[src/rtl/tiny16_pkg.sv]
`timescale 1ns/1ps
package tiny16_pkg;

    localparam int XLEN       = 16;
    localparam int NREGS      = 8;
    localparam int RIDX_W     = $clog2(NREGS);
    localparam int PC_W       = 21;
    localparam int DMEM_BYTES = 256;
    localparam int DADDR_W    = $clog2(DMEM_BYTES);
    localparam int LANES      = XLEN / 8;
    localparam int LANE_W     = $clog2(LANES);
    localparam int OUT_HALVES = 2;
    localparam int OUT_W      = OUT_HALVES * XLEN;
    localparam int JADDR_W    = 12;
    localparam int IMM6_W     = 6;
    localparam int IMM8_W     = 8;

    // Field positions inside an instruction word
    localparam int OPC_LSB = 12;
    localparam int OPC_W   = 4;
    localparam int RD_LSB  = 9;
    localparam int RS_LSB  = 6;
    localparam int RT_LSB  = 3;

    typedef enum logic [OPC_W-1:0] {
        OP_ADD   = 4'd0,
        OP_SUB   = 4'd1,
        OP_ADDI  = 4'd2,
        OP_LDI   = 4'd3,
        OP_LOAD  = 4'd4,
        OP_STORE = 4'd5,
        OP_BZ    = 4'd6,
        OP_JMP   = 4'd7,
        OP_OUTLO = 4'd8,
        OP_OUTHI = 4'd9
    } opcode_e;

    typedef enum logic [1:0] {
        WB_ALU = 2'd0,
        WB_IMM = 2'd1,
        WB_MEM = 2'd2
    } wb_sel_e;

    typedef struct packed {
        logic [RIDX_W-1:0]  rd;
        logic [RIDX_W-1:0]  rs;
        logic [RIDX_W-1:0]  rt;
        logic [XLEN-1:0]    imm;
        logic [JADDR_W-1:0] jtarget;
        logic               alu_imm;
        logic               alu_sub;
        logic               reg_we;
        wb_sel_e            wb_sel;
        logic               mem_we;
        logic               br_zero;
        logic               jump;
        logic               out_lo;
        logic               out_hi;
    } ctrl_t;

    function automatic logic [XLEN-1:0] sext_imm6(input logic [IMM6_W-1:0] v);
        return {{(XLEN-IMM6_W){v[IMM6_W-1]}}, v};
    endfunction

    function automatic logic [PC_W-1:0] pc_offset(input logic [XLEN-1:0] v);
        return {{(PC_W-XLEN){v[XLEN-1]}}, v};
    endfunction

endpackage

[src/rtl/tiny16_decode.sv]
`timescale 1ns/1ps
module tiny16_decode
    import tiny16_pkg::*;
(
    input  logic [XLEN-1:0] instr,
    output ctrl_t           ctrl
);

    always_comb begin
        ctrl         = '0;
        ctrl.rd      = instr[RD_LSB +: RIDX_W];
        ctrl.rs      = instr[RS_LSB +: RIDX_W];
        ctrl.rt      = instr[RT_LSB +: RIDX_W];
        ctrl.imm     = sext_imm6(instr[IMM6_W-1:0]);
        ctrl.jtarget = instr[JADDR_W-1:0];
        ctrl.wb_sel  = WB_ALU;
        case (instr[OPC_LSB +: OPC_W])
            OP_ADD: begin
                ctrl.reg_we = 1'b1;
            end
            OP_SUB: begin
                ctrl.reg_we  = 1'b1;
                ctrl.alu_sub = 1'b1;
            end
            OP_ADDI: begin
                ctrl.reg_we  = 1'b1;
                ctrl.alu_imm = 1'b1;
            end
            OP_LDI: begin
                ctrl.reg_we = 1'b1;
                ctrl.wb_sel = WB_IMM;
                ctrl.imm    = XLEN'(instr[IMM8_W-1:0]);
            end
            OP_LOAD: begin
                ctrl.reg_we  = 1'b1;
                ctrl.alu_imm = 1'b1;
                ctrl.wb_sel  = WB_MEM;
            end
            OP_STORE: begin
                ctrl.alu_imm = 1'b1;
                ctrl.mem_we  = 1'b1;
            end
            OP_BZ:    ctrl.br_zero = 1'b1;
            OP_JMP:   ctrl.jump    = 1'b1;
            OP_OUTLO: ctrl.out_lo  = 1'b1;
            OP_OUTHI: ctrl.out_hi  = 1'b1;
            default:  ;
        endcase
    end

endmodule

[src/rtl/tiny16_regfile.sv]
`timescale 1ns/1ps
module tiny16_regfile #(
    parameter int W = 16,
    parameter int N = 8
) (
    input  logic                 clk,
    input  logic                 rst,
    input  logic                 we,
    input  logic [$clog2(N)-1:0] waddr,
    input  logic [W-1:0]         wdata,
    input  logic [$clog2(N)-1:0] ra_a,
    input  logic [$clog2(N)-1:0] ra_b,
    input  logic [$clog2(N)-1:0] ra_c,
    output logic [W-1:0]         rd_a,
    output logic [W-1:0]         rd_b,
    output logic [W-1:0]         rd_c
);

    localparam int IDX_W = $clog2(N);

    logic [W-1:0] regs_q [N];

    always_ff @(posedge clk) begin
        for (int i = 0; i < N; i++) begin
            if (rst) begin
                regs_q[i] <= '0;
            end else if (we && waddr == IDX_W'(i)) begin
                regs_q[i] <= wdata;
            end
        end
    end

    assign rd_a = regs_q[ra_a];
    assign rd_b = regs_q[ra_b];
    assign rd_c = regs_q[ra_c];

endmodule

[src/rtl/tiny16_alu.sv]
`timescale 1ns/1ps
module tiny16_alu #(
    parameter int W = 16
) (
    input  logic [W-1:0] a,
    input  logic [W-1:0] b,
    input  logic         sub,
    output logic [W-1:0] y
);

    logic [W-1:0] b_eff;

    // One adder: subtraction is a + ~b + 1
    assign b_eff = sub ? ~b : b;
    assign y     = a + b_eff + W'(sub);

endmodule

[src/rtl/tiny16_dmem.sv]
`timescale 1ns/1ps
module tiny16_dmem #(
    parameter int W     = 16,
    parameter int BYTES = 256
) (
    input  logic                                clk,
    input  logic                                we,
    input  logic [$clog2(BYTES/(W/8))-1:0]      widx,
    input  logic [W-1:0]                        wdata,
    output logic [W-1:0]                        rdata
);

    localparam int NLANE = W / 8;
    localparam int WORDS = BYTES / NLANE;

    // Lane l holds byte address NLANE*widx + l (low byte at lower address)
    for (genvar l = 0; l < NLANE; l++) begin : g_lane
        logic [7:0] bytes_q [WORDS];

        always_ff @(posedge clk) begin
            if (we) begin
                bytes_q[widx] <= wdata[8*l +: 8];
            end
        end

        assign rdata[8*l +: 8] = bytes_q[widx];
    end

endmodule

[src/rtl/tiny16_core.sv]
`timescale 1ns/1ps
module tiny16_core
    import tiny16_pkg::*;
(
    input  logic            clk,
    input  logic            rst,
    output logic [PC_W-1:0] imem_addr,
    input  logic [XLEN-1:0] imem_data,
    output logic [OUT_W-1:0] out_pins
);

    ctrl_t           ctrl;
    logic [PC_W-1:0] pc_q;
    logic [PC_W-1:0] pc_next;
    logic [XLEN-1:0] rs_val;
    logic [XLEN-1:0] rt_val;
    logic [XLEN-1:0] rd_val;
    logic [XLEN-1:0] alu_b;
    logic [XLEN-1:0] alu_y;
    logic [XLEN-1:0] mem_q;
    logic [XLEN-1:0] wb_val;
    logic            half_we [OUT_HALVES];

    assign imem_addr = pc_q;

    tiny16_decode u_dec (
        .instr (imem_data),
        .ctrl  (ctrl)
    );

    tiny16_regfile #(
        .W (XLEN),
        .N (NREGS)
    ) u_rf (
        .clk   (clk),
        .rst   (rst),
        .we    (ctrl.reg_we),
        .waddr (ctrl.rd),
        .wdata (wb_val),
        .ra_a  (ctrl.rs),
        .ra_b  (ctrl.rt),
        .ra_c  (ctrl.rd),
        .rd_a  (rs_val),
        .rd_b  (rt_val),
        .rd_c  (rd_val)
    );

    assign alu_b = ctrl.alu_imm ? ctrl.imm : rt_val;

    tiny16_alu #(
        .W (XLEN)
    ) u_alu (
        .a   (rs_val),
        .b   (alu_b),
        .sub (ctrl.alu_sub),
        .y   (alu_y)
    );

    tiny16_dmem #(
        .W     (XLEN),
        .BYTES (DMEM_BYTES)
    ) u_dmem (
        .clk   (clk),
        .we    (ctrl.mem_we),
        .widx  (alu_y[DADDR_W-1:LANE_W]),
        .wdata (rd_val),
        .rdata (mem_q)
    );

    always_comb begin
        case (ctrl.wb_sel)
            WB_IMM:  wb_val = ctrl.imm;
            WB_MEM:  wb_val = mem_q;
            default: wb_val = alu_y;
        endcase
    end

    always_comb begin
        if (ctrl.jump) begin
            pc_next = PC_W'(ctrl.jtarget);
        end else if (ctrl.br_zero && rd_val == '0) begin
            pc_next = pc_q + pc_offset(ctrl.imm);
        end else begin
            pc_next = pc_q + PC_W'(1);
        end
    end

    always_ff @(posedge clk) begin
        if (rst) begin
            pc_q <= '0;
        end else begin
            pc_q <= pc_next;
        end
    end

    assign half_we[0] = ctrl.out_lo;
    assign half_we[1] = ctrl.out_hi;

    for (genvar h = 0; h < OUT_HALVES; h++) begin : g_out
        logic [XLEN-1:0] pins_q;

        always_ff @(posedge clk) begin
            if (rst) begin
                pins_q <= '0;
            end else if (half_we[h]) begin
                pins_q <= rd_val;
            end
        end

        assign out_pins[h*XLEN +: XLEN] = pins_q;
    end

endmodule

[config.mk]
export PLATFORM = sky130hd
export DESIGN_NAME = tiny16_core
export DESIGN_NICKNAME = d
export VERILOG_FILES = /design/src/rtl/tiny16_pkg.sv /design/src/rtl/tiny16_decode.sv /design/src/rtl/tiny16_regfile.sv /design/src/rtl/tiny16_alu.sv /design/src/rtl/tiny16_dmem.sv /design/src/rtl/tiny16_core.sv
export SDC_FILE = /design/constraint.sdc
export NUM_CORES = 2
export LEC_CHECK = 0
export ABC_AREA = 0
export BUFFER_PORTS_ARGS = -buffer_cell sky130_fd_sc_hd__buf_4
export CAP_MARGIN = 30
export CELL_PAD_IN_SITES_DETAIL_PLACEMENT = 1
export CELL_PAD_IN_SITES_GLOBAL_PLACEMENT = 1
export CORE_ASPECT_RATIO = 0.9
export CORE_MARGIN = 5
export CORE_UTILIZATION = 50
export DETAILED_ROUTE_END_ITERATION = 8
export MAX_ROUTING_LAYER = met4
export PLACE_DENSITY_LB_ADDON = 0.1
export SYNTH_ARGS = -nofsm -noshare
export SYNTH_HDL_FRONTEND = slang
export SYNTH_SLANG_ARGS = --single-unit
[constraint.sdc]
create_clock -name clk -period 6.65 [get_ports clk]
set_clock_uncertainty 0.15 [all_clocks]
set_input_delay 0.9975 -clock clk [delete_from_list [all_inputs] [get_ports clk]]
set_output_delay 0.9975 -clock clk [all_outputs]
set_load 0.1 [all_outputs]
==> qor.csv <==
metric,value,unit
transition time of the tightest slew-check pin,1.15,ns
total CTS buffers,222,
drt via density,7.00,
Final HPWL DP,203000,um
Combinational Power Share,0.342,
clock power share,0.295,
Synth Cell Area,97100,um2
number of hold buffers added after cts,0,
final setup violation count,0,
All-Layer GR Usage,0.322,
Final period util,0.970,
initial antenna violation count,8,
die footprint,203000,um2
Routed WL,320000,um
routed len/inst,36.3,um
Layout Area Growth over Synthesis,18.2,%
Design Power,43500,uW
Max H-tree Level,4,
clock slew at reported path FFs,0.07,ns
CTS tree,yes,
Mapped Cells,5422,
Final nets,6132,
Internal Pwr Total,29100,uW
Placed Area,107000,um2
switch share,0.332,
post-synth net total,5478,
Worst EP arrival,6.91,ns
Critical Path Source Type,flip-flop,
clk buf depth,3,
Ports,71,
1st-iter DRT viols,8354,
final instance area,115000,um2
Post-synth EDFFs,2176,
post-synthesis sequential area ratio,0.684,
post-layout min period,6.45,ns
Worst slew margin,0.236,
vias in the first global route,62500,
Worst VDD drop,0.310,mV
maxcap violations,0,
crit end category,flip-flop,
required time worst endpoint,7.11,ns
final number of hold-violating endpoints,0,
Site Rows,153,
Place WS,-0.605,ns
DR pass1 iterations,6,
pwr dens,379,nW/um2
Netlist cell types,92,
Worst-Skew Late Latency,0.90,ns
FMAX,155,MHz
worst hold path class,in -> reg,
Max Slew Vio Count,0,
"area leader, netlist",edfxtp_1,
asr flop ratio synth,0,
Static Leakage,0.0377,uW
Initial Utilization,0.503,
first-pass GRT wire length,460000,um
die height,428,um
Die Wd,475,um
Yosys reg bits,2229,
PortBufs,70,
"top cells by area, synth","edfxtp_1 (67%), mux4_2 (14%), a221oi_1 (2.9%), a221o_1 (1.9%), nor2_1 (1.3%)",
Sequential Power Share,0.363,
via count,61900,
Root Buffer,clkbuf_16,
Post-Syn Area per Cell,17.9,um2
RSZ-0062 raised after global routing,false,
proportion of layout cells with a drive suffix above 1,0.308,
core area,193000,um2
status,finished clean,
final core occ,0.594,
drc violations,0,
CTS sink cnt,2229,
crit path kind,reg -> reg,
Non-Filler Instances,8831,
Sw Pwr,14400,uW
"count leader, synth",edfxtp_1,
largest net degree at the start of global routing,129,
Post-DRT Antenna Nets,0,
Synth top area share,0.673,
synth cell count leaders,"edfxtp_1 (2176), mux4_2 (604), nor2_1 (348), a221oi_1 (321), clkbuf_1 (209)",
Final GP Congestion,0.915,
Synth warnings,0,
placed cell count,8403,
Crit Path Max Fanout,16,
Most used DFF post-synth,edfxtp_1,
"Remaining Overflow, GRT",0,
final worst setup slack,0.201,ns
==> final cells by class <==
cell class | instances | area [um2]
repair buffers | 884 | 8930
flip-flops and latches | 2229 | 66400
diodes | 7 | 17.5
inverters | 33 | 180
clock buffers | 271 | 5800
fillers | 16900 | 78400
multi-input cells | 2706 | 28700
well taps | 2557 | 3200
clock inverters | 144 | 1560
==> path summary, 6_finish.rpt <==
path | startpoint | end | slack, ns | cells past startpoint
max reg2reg | u_rf.regs_q[7][0]$_SDFFCE_PN0P_ | u_rf.regs_q[4][9]$_SDFFCE_PN0P_ | 0.20 | 19
max | u_rf.regs_q[7][0]$_SDFFCE_PN0P_ | u_rf.regs_q[4][9]$_SDFFCE_PN0P_ | 0.20 | 19
min | imem_data[11] | imem_addr[11]$_SDFF_PP0_ | 0.33 | 3
min reg2reg | g_out[0].pins_q[8]$_SDFFE_PP0N_ | g_out[0].pins_q[8]$_SDFFE_PP0N_ | 0.35 | 2
==> power groups by stage <==
stage	registers (uW)	clock network (uW)	logic, uW
global route	15800	13700	15400
floorplan	16200	0	8040
global placement	16100	0	14100
CTS	15800	13000	14600
detailed placement	16100	0	14500
finish	15800	12800	14900
==> worst max-delay path, cell delays in order, from the launching register on <==
cell	delay (ns)
edfxtp_1	0.41
mux4_2	0.50
nor2b_1	0.21
o31ai_1	0.11
a21boi_0	0.35
buf_4	0.19
fa_1	0.47
inv_8	0.24
buf_12	0.24
buf_4	0.19
mux4_2	0.55
a221o_1	0.38
a222oi_1	0.42
mux2i_1	0.27
o221ai_1	0.33
buf_4	0.21
a31oi_1	0.05
a311oi_2	0.54
buf_4	0.26
nor2_1	0.06
==> per-layer routing <==
layer | share of wire | vias up | global-route usage | routed length, um
met1 | 0.40 | 32800 | 0.443 | 128000
met2 | 0.46 | 3601 | 0.474 | 147000
met3 | 0.099 | 719 | 0.0706 | 31800
li1 | - | 24700 | - | -
met4 | 0.044 | 0 | 0.124 | 14100
met5 | 0 | - | - | 0
==> registers in the layout (all words and copies together) (netlist names) <==
signal                 count
u_dmem.g_lane.bytes_q   2048
imem_addr                 21
g_out.pins_q              32
u_rf.regs_q              128
==> through the flow <==
stage	hold slack, ns	TNS, ns
2_1_floorplan	0.724	0
4_1_cts	0.260	0
3_5_place_dp	0.347	-30.66
5_1_grt	0.292	0
3_3_place_gp	0.338	-29.14
6_report	0.327	0
==> cells by family (layout without fill, tap and decap cells) <==
group           count (synthesis)  in the layout  synth area share
buf+inv                       487           1332            0.0233
mux                           673            673             0.147
other cells                     0              7                 0
simple gates                  697            697            0.0312
flops                        2229           2229             0.684
compound gates               1253           1253             0.105
xor+xnor                       45             45           0.00414
fa+ha+maj                      38             38           0.00505
==> cells in the final DEF, fill, tap and decap left out, types with 53 or more instances in the layout <==
cell type / synthesis / final
a211oi_1: 81 / 81
a21oi_1: 117 / 116
a221o_1: 188 / 188
a221oi_1: 321 / 320
a222oi_1: 88 / 88
a22oi_1: 120 / 120
buf_12: 0 / 168
buf_4: 43 / 705
clkbuf_16: 0 / 225
dfxtp_1: 53 / 53
edfxtp_1: 2176 / 2176
mux4_2: 604 / 604
nand2_1: 184 / 183
nor2_1: 348 / 333
o211ai_1: 61 / 61
o21ai_0: 89 / 88
==> repair_timing <==
action	CTS	global route
setup endpoints to repair	0	9
gates resized for setup	0	2
buffers inserted	0	0
Power figures use the tool's default switching activity.
